[src/rtl/sac_pkg.sv]
package sac_pkg;
    localparam int WAYS = 2;

    typedef enum logic [1:0] {
        ST_IDLE,
        ST_EVICT,
        ST_FILL,
        ST_THRU
    } sac_state_t;
endpackage

[src/rtl/sac_tags.sv]
module sac_tags #(
    parameter int IDX_W = 2,
    parameter int TAG_W = 3
) (
    input  logic             clk,
    input  logic             rst_n,
    input  logic             cfg_wb,
    input  logic [IDX_W-1:0] idx,
    input  logic [TAG_W-1:0] tag,
    input  logic             fill_en,
    input  logic             touch_en,
    input  logic             dirty_set_en,
    output logic [1:0]       hit_vec,
    output logic             hit_way,
    output logic             vic_way,
    output logic             vic_valid,
    output logic             vic_dirty,
    output logic [TAG_W-1:0] vic_tag
);
    localparam int SETS = 1 << IDX_W;

    logic             valid_q [sac_pkg::WAYS][SETS];
    logic             dirty_q [sac_pkg::WAYS][SETS];
    logic [TAG_W-1:0] tag_q   [sac_pkg::WAYS][SETS];
    logic             lru_q   [SETS];

    for (genvar w = 0; w < sac_pkg::WAYS; w++) begin : g_cmp
        assign hit_vec[w] = valid_q[w][idx] && (tag_q[w][idx] == tag);
    end

    assign hit_way = hit_vec[1];

    always_comb begin
        if (!valid_q[0][idx])      vic_way = 1'b0;
        else if (!valid_q[1][idx]) vic_way = 1'b1;
        else                       vic_way = lru_q[idx];
        vic_valid = valid_q[vic_way][idx];
        vic_dirty = dirty_q[vic_way][idx];
        vic_tag   = tag_q[vic_way][idx];
    end

    always_ff @(posedge clk) begin
        if (!rst_n) begin
            for (int s = 0; s < SETS; s++) begin
                lru_q[s] <= 1'b0;
                for (int w = 0; w < sac_pkg::WAYS; w++) begin
                    valid_q[w][s] <= 1'b0;
                    dirty_q[w][s] <= 1'b0;
                    tag_q[w][s]   <= '0;
                end
            end
        end else begin
            if (fill_en) begin
                valid_q[vic_way][idx] <= 1'b1;
                dirty_q[vic_way][idx] <= 1'b0;
                tag_q[vic_way][idx]   <= tag;
            end
            if (touch_en) begin
                lru_q[idx] <= ~hit_way;
            end
            if (dirty_set_en) begin
                dirty_q[hit_way][idx] <= 1'b1;
            end
        end
    end


    hit_unique_chk: assert property (@(posedge clk) disable iff (!rst_n)
        $onehot0(hit_vec));


    no_dirty_in_thru_chk: assert property (@(posedge clk) disable iff (!rst_n)
        dirty_set_en |-> cfg_wb);


    fill_valid_chk: assert property (@(posedge clk) disable iff (!rst_n)
        fill_en |=> valid_q[$past(vic_way)][$past(idx)]);
endmodule

[src/rtl/sac_data.sv]
module sac_data #(
    parameter int IDX_W = 2,
    parameter int OFF_W = 3
) (
    input  logic                                         clk,
    input  logic [IDX_W-1:0]                             idx,
    input  logic [OFF_W-1:0]                             off,
    input  logic                                         fill_en,
    input  logic                                         fill_way,
    input  logic [(8<<OFF_W)-1:0]                        fill_blk,
    input  logic                                         bwr_en,
    input  logic                                         bwr_way,
    input  logic [7:0]                                   bwr_byte,
    output logic [sac_pkg::WAYS-1:0][(8<<OFF_W)-1:0]     rd_blk
);
    localparam int SETS  = 1 << IDX_W;
    localparam int BLK_W = 8 << OFF_W;

    for (genvar w = 0; w < sac_pkg::WAYS; w++) begin : g_way
        logic [BLK_W-1:0] arr [SETS];

        always_ff @(posedge clk) begin
            if (fill_en && (fill_way == 1'(w))) begin
                arr[idx] <= fill_blk;
            end else if (bwr_en && (bwr_way == 1'(w))) begin
                arr[idx][{off, 3'b000} +: 8] <= bwr_byte;
            end
        end

        assign rd_blk[w] = arr[idx];
    end
endmodule

[src/rtl/sac_ctrl.sv]
module sac_ctrl
    import sac_pkg::*;
(
    input  logic       clk,
    input  logic       rst_n,
    input  logic       cpu_req,
    input  logic       cpu_we,
    input  logic       cfg_wb,
    input  logic       cfg_walloc,
    input  logic       hit_any,
    input  logic       vic_valid,
    input  logic       vic_dirty,
    input  logic       mem_done,
    output sac_state_t state,
    output logic       cpu_ready,
    output logic       cpu_hit,
    output logic       mem_req,
    output logic       mem_we,
    output logic       fill_en,
    output logic       touch_en,
    output logic       bwr_en,
    output logic       dirty_set_en
);
    sac_state_t nxt;
    logic       missed_q;

    always_ff @(posedge clk) begin
        if (!rst_n) begin
            state    <= ST_IDLE;
            missed_q <= 1'b0;
        end else begin
            state <= nxt;
            if (cpu_ready) begin
                missed_q <= 1'b0;
            end else if (state == ST_IDLE && cpu_req && !hit_any) begin
                missed_q <= 1'b1;
            end
        end
    end

    always_comb begin
        nxt          = state;
        cpu_ready    = 1'b0;
        mem_req      = 1'b0;
        mem_we       = 1'b0;
        fill_en      = 1'b0;
        touch_en     = 1'b0;
        bwr_en       = 1'b0;
        dirty_set_en = 1'b0;
        unique case (state)
            ST_IDLE: begin
                if (cpu_req) begin
                    if (hit_any) begin
                        touch_en = 1'b1;
                        if (!cpu_we) begin
                            cpu_ready = 1'b1;
                        end else begin
                            bwr_en = 1'b1;
                            if (cfg_wb) begin
                                dirty_set_en = 1'b1;
                                cpu_ready    = 1'b1;
                            end else begin
                                nxt = ST_THRU;
                            end
                        end
                    end else if (cpu_we && !cfg_walloc) begin
                        nxt = ST_THRU;
                    end else if (vic_valid && vic_dirty) begin
                        nxt = ST_EVICT;
                    end else begin
                        nxt = ST_FILL;
                    end
                end
            end
            ST_EVICT: begin
                mem_req = 1'b1;
                mem_we  = 1'b1;
                if (mem_done) nxt = ST_FILL;
            end
            ST_FILL: begin
                mem_req = 1'b1;
                if (mem_done) begin
                    fill_en = 1'b1;
                    nxt     = ST_IDLE;
                end
            end
            ST_THRU: begin
                mem_req = 1'b1;
                mem_we  = 1'b1;
                if (mem_done) begin
                    cpu_ready = 1'b1;
                    nxt       = ST_IDLE;
                end
            end
            default: nxt = ST_IDLE;
        endcase
        cpu_hit = cpu_ready && !missed_q;
    end


    ready_needs_req_chk: assert property (@(posedge clk) disable iff (!rst_n)
        cpu_ready |-> cpu_req);


    mem_hold_chk: assert property (@(posedge clk) disable iff (!rst_n)
        (mem_req && !mem_done) |=> mem_req);


    evict_then_fill_chk: assert property (@(posedge clk) disable iff (!rst_n)
        (state == ST_EVICT && mem_done) |=> (mem_req && !mem_we));
endmodule

[src/rtl/sa_cache.sv]
module sa_cache
    import sac_pkg::*;
#(
    parameter int ADDR_W = 8,
    parameter int IDX_W  = 2,
    parameter int OFF_W  = 3
) (
    input  logic                     clk,
    input  logic                     rst_n,
    input  logic                     cfg_wb,
    input  logic                     cfg_walloc,
    input  logic                     cpu_req,
    input  logic                     cpu_we,
    input  logic [ADDR_W-1:0]        cpu_addr,
    input  logic [7:0]               cpu_wdata,
    output logic [7:0]               cpu_rdata,
    output logic                     cpu_hit,
    output logic                     cpu_ready,
    output logic                     mem_req,
    output logic                     mem_we,
    output logic [ADDR_W-1:0]        mem_addr,
    output logic [(1<<OFF_W)-1:0]    mem_be,
    output logic [(8<<OFF_W)-1:0]    mem_wdata,
    input  logic [(8<<OFF_W)-1:0]    mem_rdata,
    input  logic                     mem_done
);
    localparam int TAG_W = ADDR_W - IDX_W - OFF_W;
    localparam int BYTES = 1 << OFF_W;
    localparam int BLK_W = 8 * BYTES;

    logic [TAG_W-1:0] tag;
    logic [IDX_W-1:0] idx;
    logic [OFF_W-1:0] off;

    assign off = cpu_addr[OFF_W-1:0];
    assign idx = cpu_addr[OFF_W +: IDX_W];
    assign tag = cpu_addr[ADDR_W-1 -: TAG_W];

    logic [1:0]       hit_vec;
    logic             hit_way, vic_way, vic_valid, vic_dirty;
    logic [TAG_W-1:0] vic_tag;
    logic             fill_en, touch_en, bwr_en, dirty_set_en;
    sac_state_t       state;
    logic [WAYS-1:0][BLK_W-1:0] rd_blk;
    logic [BLK_W-1:0] hit_blk;

    sac_tags #(.IDX_W(IDX_W), .TAG_W(TAG_W)) u_tags (
        .clk          (clk),
        .rst_n        (rst_n),
        .cfg_wb       (cfg_wb),
        .idx          (idx),
        .tag          (tag),
        .fill_en      (fill_en),
        .touch_en     (touch_en),
        .dirty_set_en (dirty_set_en),
        .hit_vec      (hit_vec),
        .hit_way      (hit_way),
        .vic_way      (vic_way),
        .vic_valid    (vic_valid),
        .vic_dirty    (vic_dirty),
        .vic_tag      (vic_tag)
    );

    sac_data #(.IDX_W(IDX_W), .OFF_W(OFF_W)) u_data (
        .clk      (clk),
        .idx      (idx),
        .off      (off),
        .fill_en  (fill_en),
        .fill_way (vic_way),
        .fill_blk (mem_rdata),
        .bwr_en   (bwr_en),
        .bwr_way  (hit_way),
        .bwr_byte (cpu_wdata),
        .rd_blk   (rd_blk)
    );

    sac_ctrl u_ctrl (
        .clk          (clk),
        .rst_n        (rst_n),
        .cpu_req      (cpu_req),
        .cpu_we       (cpu_we),
        .cfg_wb       (cfg_wb),
        .cfg_walloc   (cfg_walloc),
        .hit_any      (|hit_vec),
        .vic_valid    (vic_valid),
        .vic_dirty    (vic_dirty),
        .mem_done     (mem_done),
        .state        (state),
        .cpu_ready    (cpu_ready),
        .cpu_hit      (cpu_hit),
        .mem_req      (mem_req),
        .mem_we       (mem_we),
        .fill_en      (fill_en),
        .touch_en     (touch_en),
        .bwr_en       (bwr_en),
        .dirty_set_en (dirty_set_en)
    );

    assign hit_blk   = rd_blk[hit_way];
    assign cpu_rdata = hit_blk[{off, 3'b000} +: 8];

    always_comb begin
        if (state == ST_EVICT) begin
            mem_addr  = {vic_tag, idx, {OFF_W{1'b0}}};
            mem_wdata = rd_blk[vic_way];
            mem_be    = '1;
        end else begin
            mem_addr  = {tag, idx, {OFF_W{1'b0}}};
            mem_wdata = {BYTES{cpu_wdata}};
            mem_be    = (state == ST_THRU) ? (BYTES'(1) << off) : '0;
        end
    end


    mem_addr_stable_chk: assert property (@(posedge clk) disable iff (!rst_n)
        (mem_req && !mem_done) |=> $stable(mem_addr));
endmodule

[config.mk]
export PLATFORM = sky130hd
export DESIGN_NAME = sa_cache
export DESIGN_NICKNAME = d
export VERILOG_FILES = /design/src/rtl/sac_pkg.sv /design/src/rtl/sac_tags.sv /design/src/rtl/sac_data.sv /design/src/rtl/sac_ctrl.sv /design/src/rtl/sa_cache.sv
export SDC_FILE = /design/constraint.sdc
export NUM_CORES = 1
export LEC_CHECK = 0
export BUFFER_PORTS_ARGS = -buffer_cell sky130_fd_sc_hd__buf_2
export CAP_MARGIN = 30
export CORE_MARGIN = 4
export CORE_UTILIZATION = 30
export DETAILED_ROUTE_END_ITERATION = 8
export HOLD_SLACK_MARGIN = 0.06
export PLACE_DENSITY = 0.46
export SLEW_MARGIN = 5
export SYNTH_ARGS = -nofsm -noshare
export SYNTH_HDL_FRONTEND = slang
export SYNTH_SLANG_ARGS = --single-unit
[constraint.sdc]
create_clock -name clk -period 8.2 [get_ports clk]
set_input_delay 0 -clock clk [delete_from_list [all_inputs] [get_ports clk]]
set_output_delay 0 -clock clk [all_outputs]
set_load 0.1 [all_outputs]
==> results.txt <==
----------------------------------------------------
[Critical path]
  Number of buffers and inverters on the critical path ... 5
  FF-to-FF path depth ... 7
  Total stage count of the critical path ... 11
  Maximum single-stage delay on the critical path ... roughly 830 ps
  Most repeated library cell on the critical path ... sky130_fd_sc_hd__buf_4
  Critical path class ... in -> out
  CP Max Fanout ... 57
  Data arrival time of the critical path ... approximately 5300 ps
  Startpoint type of the worst setup path ... input port
  CP endpoint kind ... output port
  Req. time, crit path ... 8200 ps
  Setup slack of the most critical reg-to-reg path ... between 3000 and 4000 ps
  Slowest cell on the critical path ... sky130_fd_sc_hd__buf_4
  Critical path's top delay family ... buffers and inverters
  Cell Chain, Critical Path ... dlygate4sd3_1 -> buf_6 -> buf_4 -> buf_4 -> mux4_2 -> nand2_1 -> o41ai_1 -> a21oi_1 -> a2111oi_0 -> a41o_1 -> buf_2

[Global route]
  Overflow left after global routing ... 0
  Via count of the first global-routing pass ... approximately 16k
  All-layer global routing usage ... between 10% and 20%
  Maximum number of pins on one net before global-route repair ... around 100
  Wire length of the first global-routing pass ... approximately 120 mm
  Antenna violations before repair ... 8

[Drt]
  Routed wirelength normalized by instance count ... 28.94 µm
  Number of design rule violations left after detail routing ... 0
  Iter 0 DRT Violations ... approximately 1.4k
  Drt first pass iters ... 5
  Routed vias ... around 16k
  Antenna violation net count after detailed routing ... 0
  Post-detailed-route via-to-cell ratio ... 5.324
  Wire length after detailed routing ... 85.99 mm

[STA]
  Share of the clock period used by the worst path after layout ... between 60 and 70%
  Setup violators final ... 0
  Final min period ... approximately 5300 ps
  RSZ-0062 raised after global routing ... no
  Worst slack on hold paths ... around 200 ps
  Worst setup margin ... around 2900 ps
  Highest clock rate ... 189.8 MHz
  Relative slew slack ... between 20% and 30%
  Transition time at the pin with the least slew margin ... between 1000 and 1500 ps
  Final Skew ... 30.05 ps
  Pins over their slew limit ... 0
  Final hold viol count ... 0
  Post-Route Setup TNS ... 0 ps

[Floorplanning]
  Placeable core region ... about 0.084 mm²
  Die width ... around 300 µm
  Cell Rows ... about 110
  Starting Density ... ~30%
  Full die area ... 0.08940 mm²
  I/O pin cnt ... roughly 180
  Chip Height ... roughly 300 µm

[Hold path]
  Hold Path Class ... in -> reg
  Cell depth of the worst hold path ... 3

[Synthesis]
  Count of synthesis-stage warnings from yosys ... 0
  Post-synth EDFFs ... ~540
  Post-synthesis async set-or-reset flop share ... 0%
  Mean post-synth cell area ... roughly 16 µm²
  Predominant post-synthesis flop cell ... sky130_fd_sc_hd__edfxtp_1
  Number of unique standard cell types used by synthesis ... between 60 and 70
  Register bit total from synthesis ... approximately 560
  Number of instances in the synthesized netlist ... ~1.6k
  Netlist area before placement ... 0.02540 mm²
  Share of the yosys chip area belonging to registers ... around 65%

[Finish]
  Combined area of the multi-input logic cells ... approximately 0.0083 mm²
  Register Area ... 0.01657 mm²
  Post-synthesis to final-layout area growth ... 18.83%
  Commonest non-fill, non-tap cell in the layout ... sky130_fd_sc_hd__edfxtp_1
  Final #Nets ... ~1.9k
  Layout Utilization ... 36.01%
  Commonest non-fill, non-tap cells in the layout ... sky130_fd_sc_hd__edfxtp_1 (537), sky130_fd_sc_hd__nand2_1 (186), sky130_fd_sc_hd__buf_2 (173)
  Fillcell total ... between 8k and 9k
  Share of layout cells above drive strength 1 ... 32.46%

[Clock network]
  Clock latency of the later-clocked register in the worst-skew pair ... roughly 630 ps
  CTS sink count ... around 560
  H-tree depth ... 2
  TritonCTS buffer count ... just under 60
  CTS tree ... built
  Register clock-pin slew on the reported worst setup and hold paths ... ~60 ps
  Total setup buffers inserted after CTS ... 0
  Root Buffer ... sky130_fd_sc_hd__clkbuf_16
  Max Root-Sink Buffers ... 3

[Flow run]
  Max-cap violations ... 0

[Pwr]
  Worst supply voltage drop on vdd ... roughly 0.14 mV
  Total power of the final layout ... between 0.007 and 0.008 W
  Leak ... approximately 10 nW
  Power density over cell area ... ~240 mW/mm²

[Placement]
  Worst slack, placed ... between 3000 and 4000 ps
  Half-perimeter wire length of the detailed placement result ... roughly 60 mm
  Last weighted congestion value of the routability-driven placer ... approximately 0.85
  I/O Buffers ... about 180

[Outcome]
  Outcome ... complete, no violations

----------------------------------------------------
synthesized netlist by cell type, types with 10 or more instances:
library cell,count,area share [%]
sky130_fd_sc_hd__nand2_1,186,2.7
sky130_fd_sc_hd__a21o_1,11,0.33
sky130_fd_sc_hd__nand2b_1,10,0.25
sky130_fd_sc_hd__mux2i_1,26,1.0
sky130_fd_sc_hd__buf_2,30,0.59
sky130_fd_sc_hd__o21ai_0,10,0.20
sky130_fd_sc_hd__mux4_2,145,13
sky130_fd_sc_hd__nand3_1,10,0.20
sky130_fd_sc_hd__a31oi_1,68,1.7
sky130_fd_sc_hd__edfxtp_1,537,63
sky130_fd_sc_hd__dfxtp_1,22,1.7
sky130_fd_sc_hd__clkbuf_1,66,0.98
sky130_fd_sc_hd__buf_1,12,0.18
sky130_fd_sc_hd__nand4_1,10,0.25
sky130_fd_sc_hd__a21oi_1,55,1.1
sky130_fd_sc_hd__and2_1,31,0.76
sky130_fd_sc_hd__mux2_2,126,5.6
sky130_fd_sc_hd__o22ai_1,17,0.42
sky130_fd_sc_hd__nor2_1,62,0.92
sky130_fd_sc_hd__ha_1,10,0.49
through the flow:
stage,std cells,instance area (µm²)
2_1_floorplan,1561,25410
3_3_place_gp,2779,27430
3_5_place_dp,2782,27460
4_1_cts,2965,30150
5_1_grt,2970,30180
6_report,2971,30190
area by class of cell:
type,instances,share of cell area [%]
diodes,1,0.008290
clock buffers,64,5.024
clock inverters,41,1.306
inverters,9,0.1119
multi-input cells,875,27.51
flip-flops and latches,559,54.88
well taps,1134,4.700
repair buffers,288,6.462
state kept, by name, summed over array words and instances, names as in the netlist:
register and flops:
u_data.g_way.arr 512, u_tags.tag_q 24, u_tags.dirty_q 8, u_tags.valid_q 8, u_tags.lru_q 4, u_ctrl.state 2
u_ctrl.missed_q 1
where the power goes:
part	internal, W	switching [W]
Combinational	0.000285	0.00100
Clock	0.00155	0.00112
Sequential	0.00321	0.0000190
Total	0.00504	0.00214
worst paths after layout:
check / to / startpoint
worst max-delay path: cpu_rdata[7] / cpu_addr[4]
worst min-delay path: u_data.g_way[1].arr[2][63] / cpu_wdata[7]
worst max register to register: u_data.g_way[0].arr[2][16] / u_tags.tag_q[1][1]
worst min register to register: u_tags.valid_q[0][1] / u_tags.valid_q[0][1]
kinds of logic after synthesis:
family | count (synthesis) | share of synthesized area (%)
flip-flops | 559 | 65.21
AND/OR/NAND/NOR | 340 | 6.403
multiplexers | 305 | 19.94
AO/OA/AOI/OAI | 208 | 5.310
buffers and inverters | 127 | 2.231
adder cells (fa/ha/maj) | 10 | 0.4925
XOR/XNOR | 9 | 0.3990
other | 1 | 0.01476
worst register-to-register path: stages, from the launching register on:
cell                       delay, ps
sky130_fd_sc_hd__edfxtp_1        370
sky130_fd_sc_hd__mux4_2          550
sky130_fd_sc_hd__xor2_1          600
sky130_fd_sc_hd__nor4_4           90
sky130_fd_sc_hd__buf_4           270
sky130_fd_sc_hd__nor3_4          880
sky130_fd_sc_hd__nand4_1         850
sky130_fd_sc_hd__a21oi_1        1010
metal layers:
layer | part of all wire, % | GRT usage [%] | vias up
met1 | 44 | 26.60 | 8358
met3 | 7.7 | 4.301 | 128
met4 | 2.5 | 4.606 | 2
met5 | 0.012 | 0 | -
li1 | - | - | 6678
met2 | 46 | 29.51 | 653
repair_timing:
action	in CTS	in global routing
hold endpoints to repair	559	0
hold buffers	78	0
resized for setup	0	0
(Power assumes the default switching activity.)
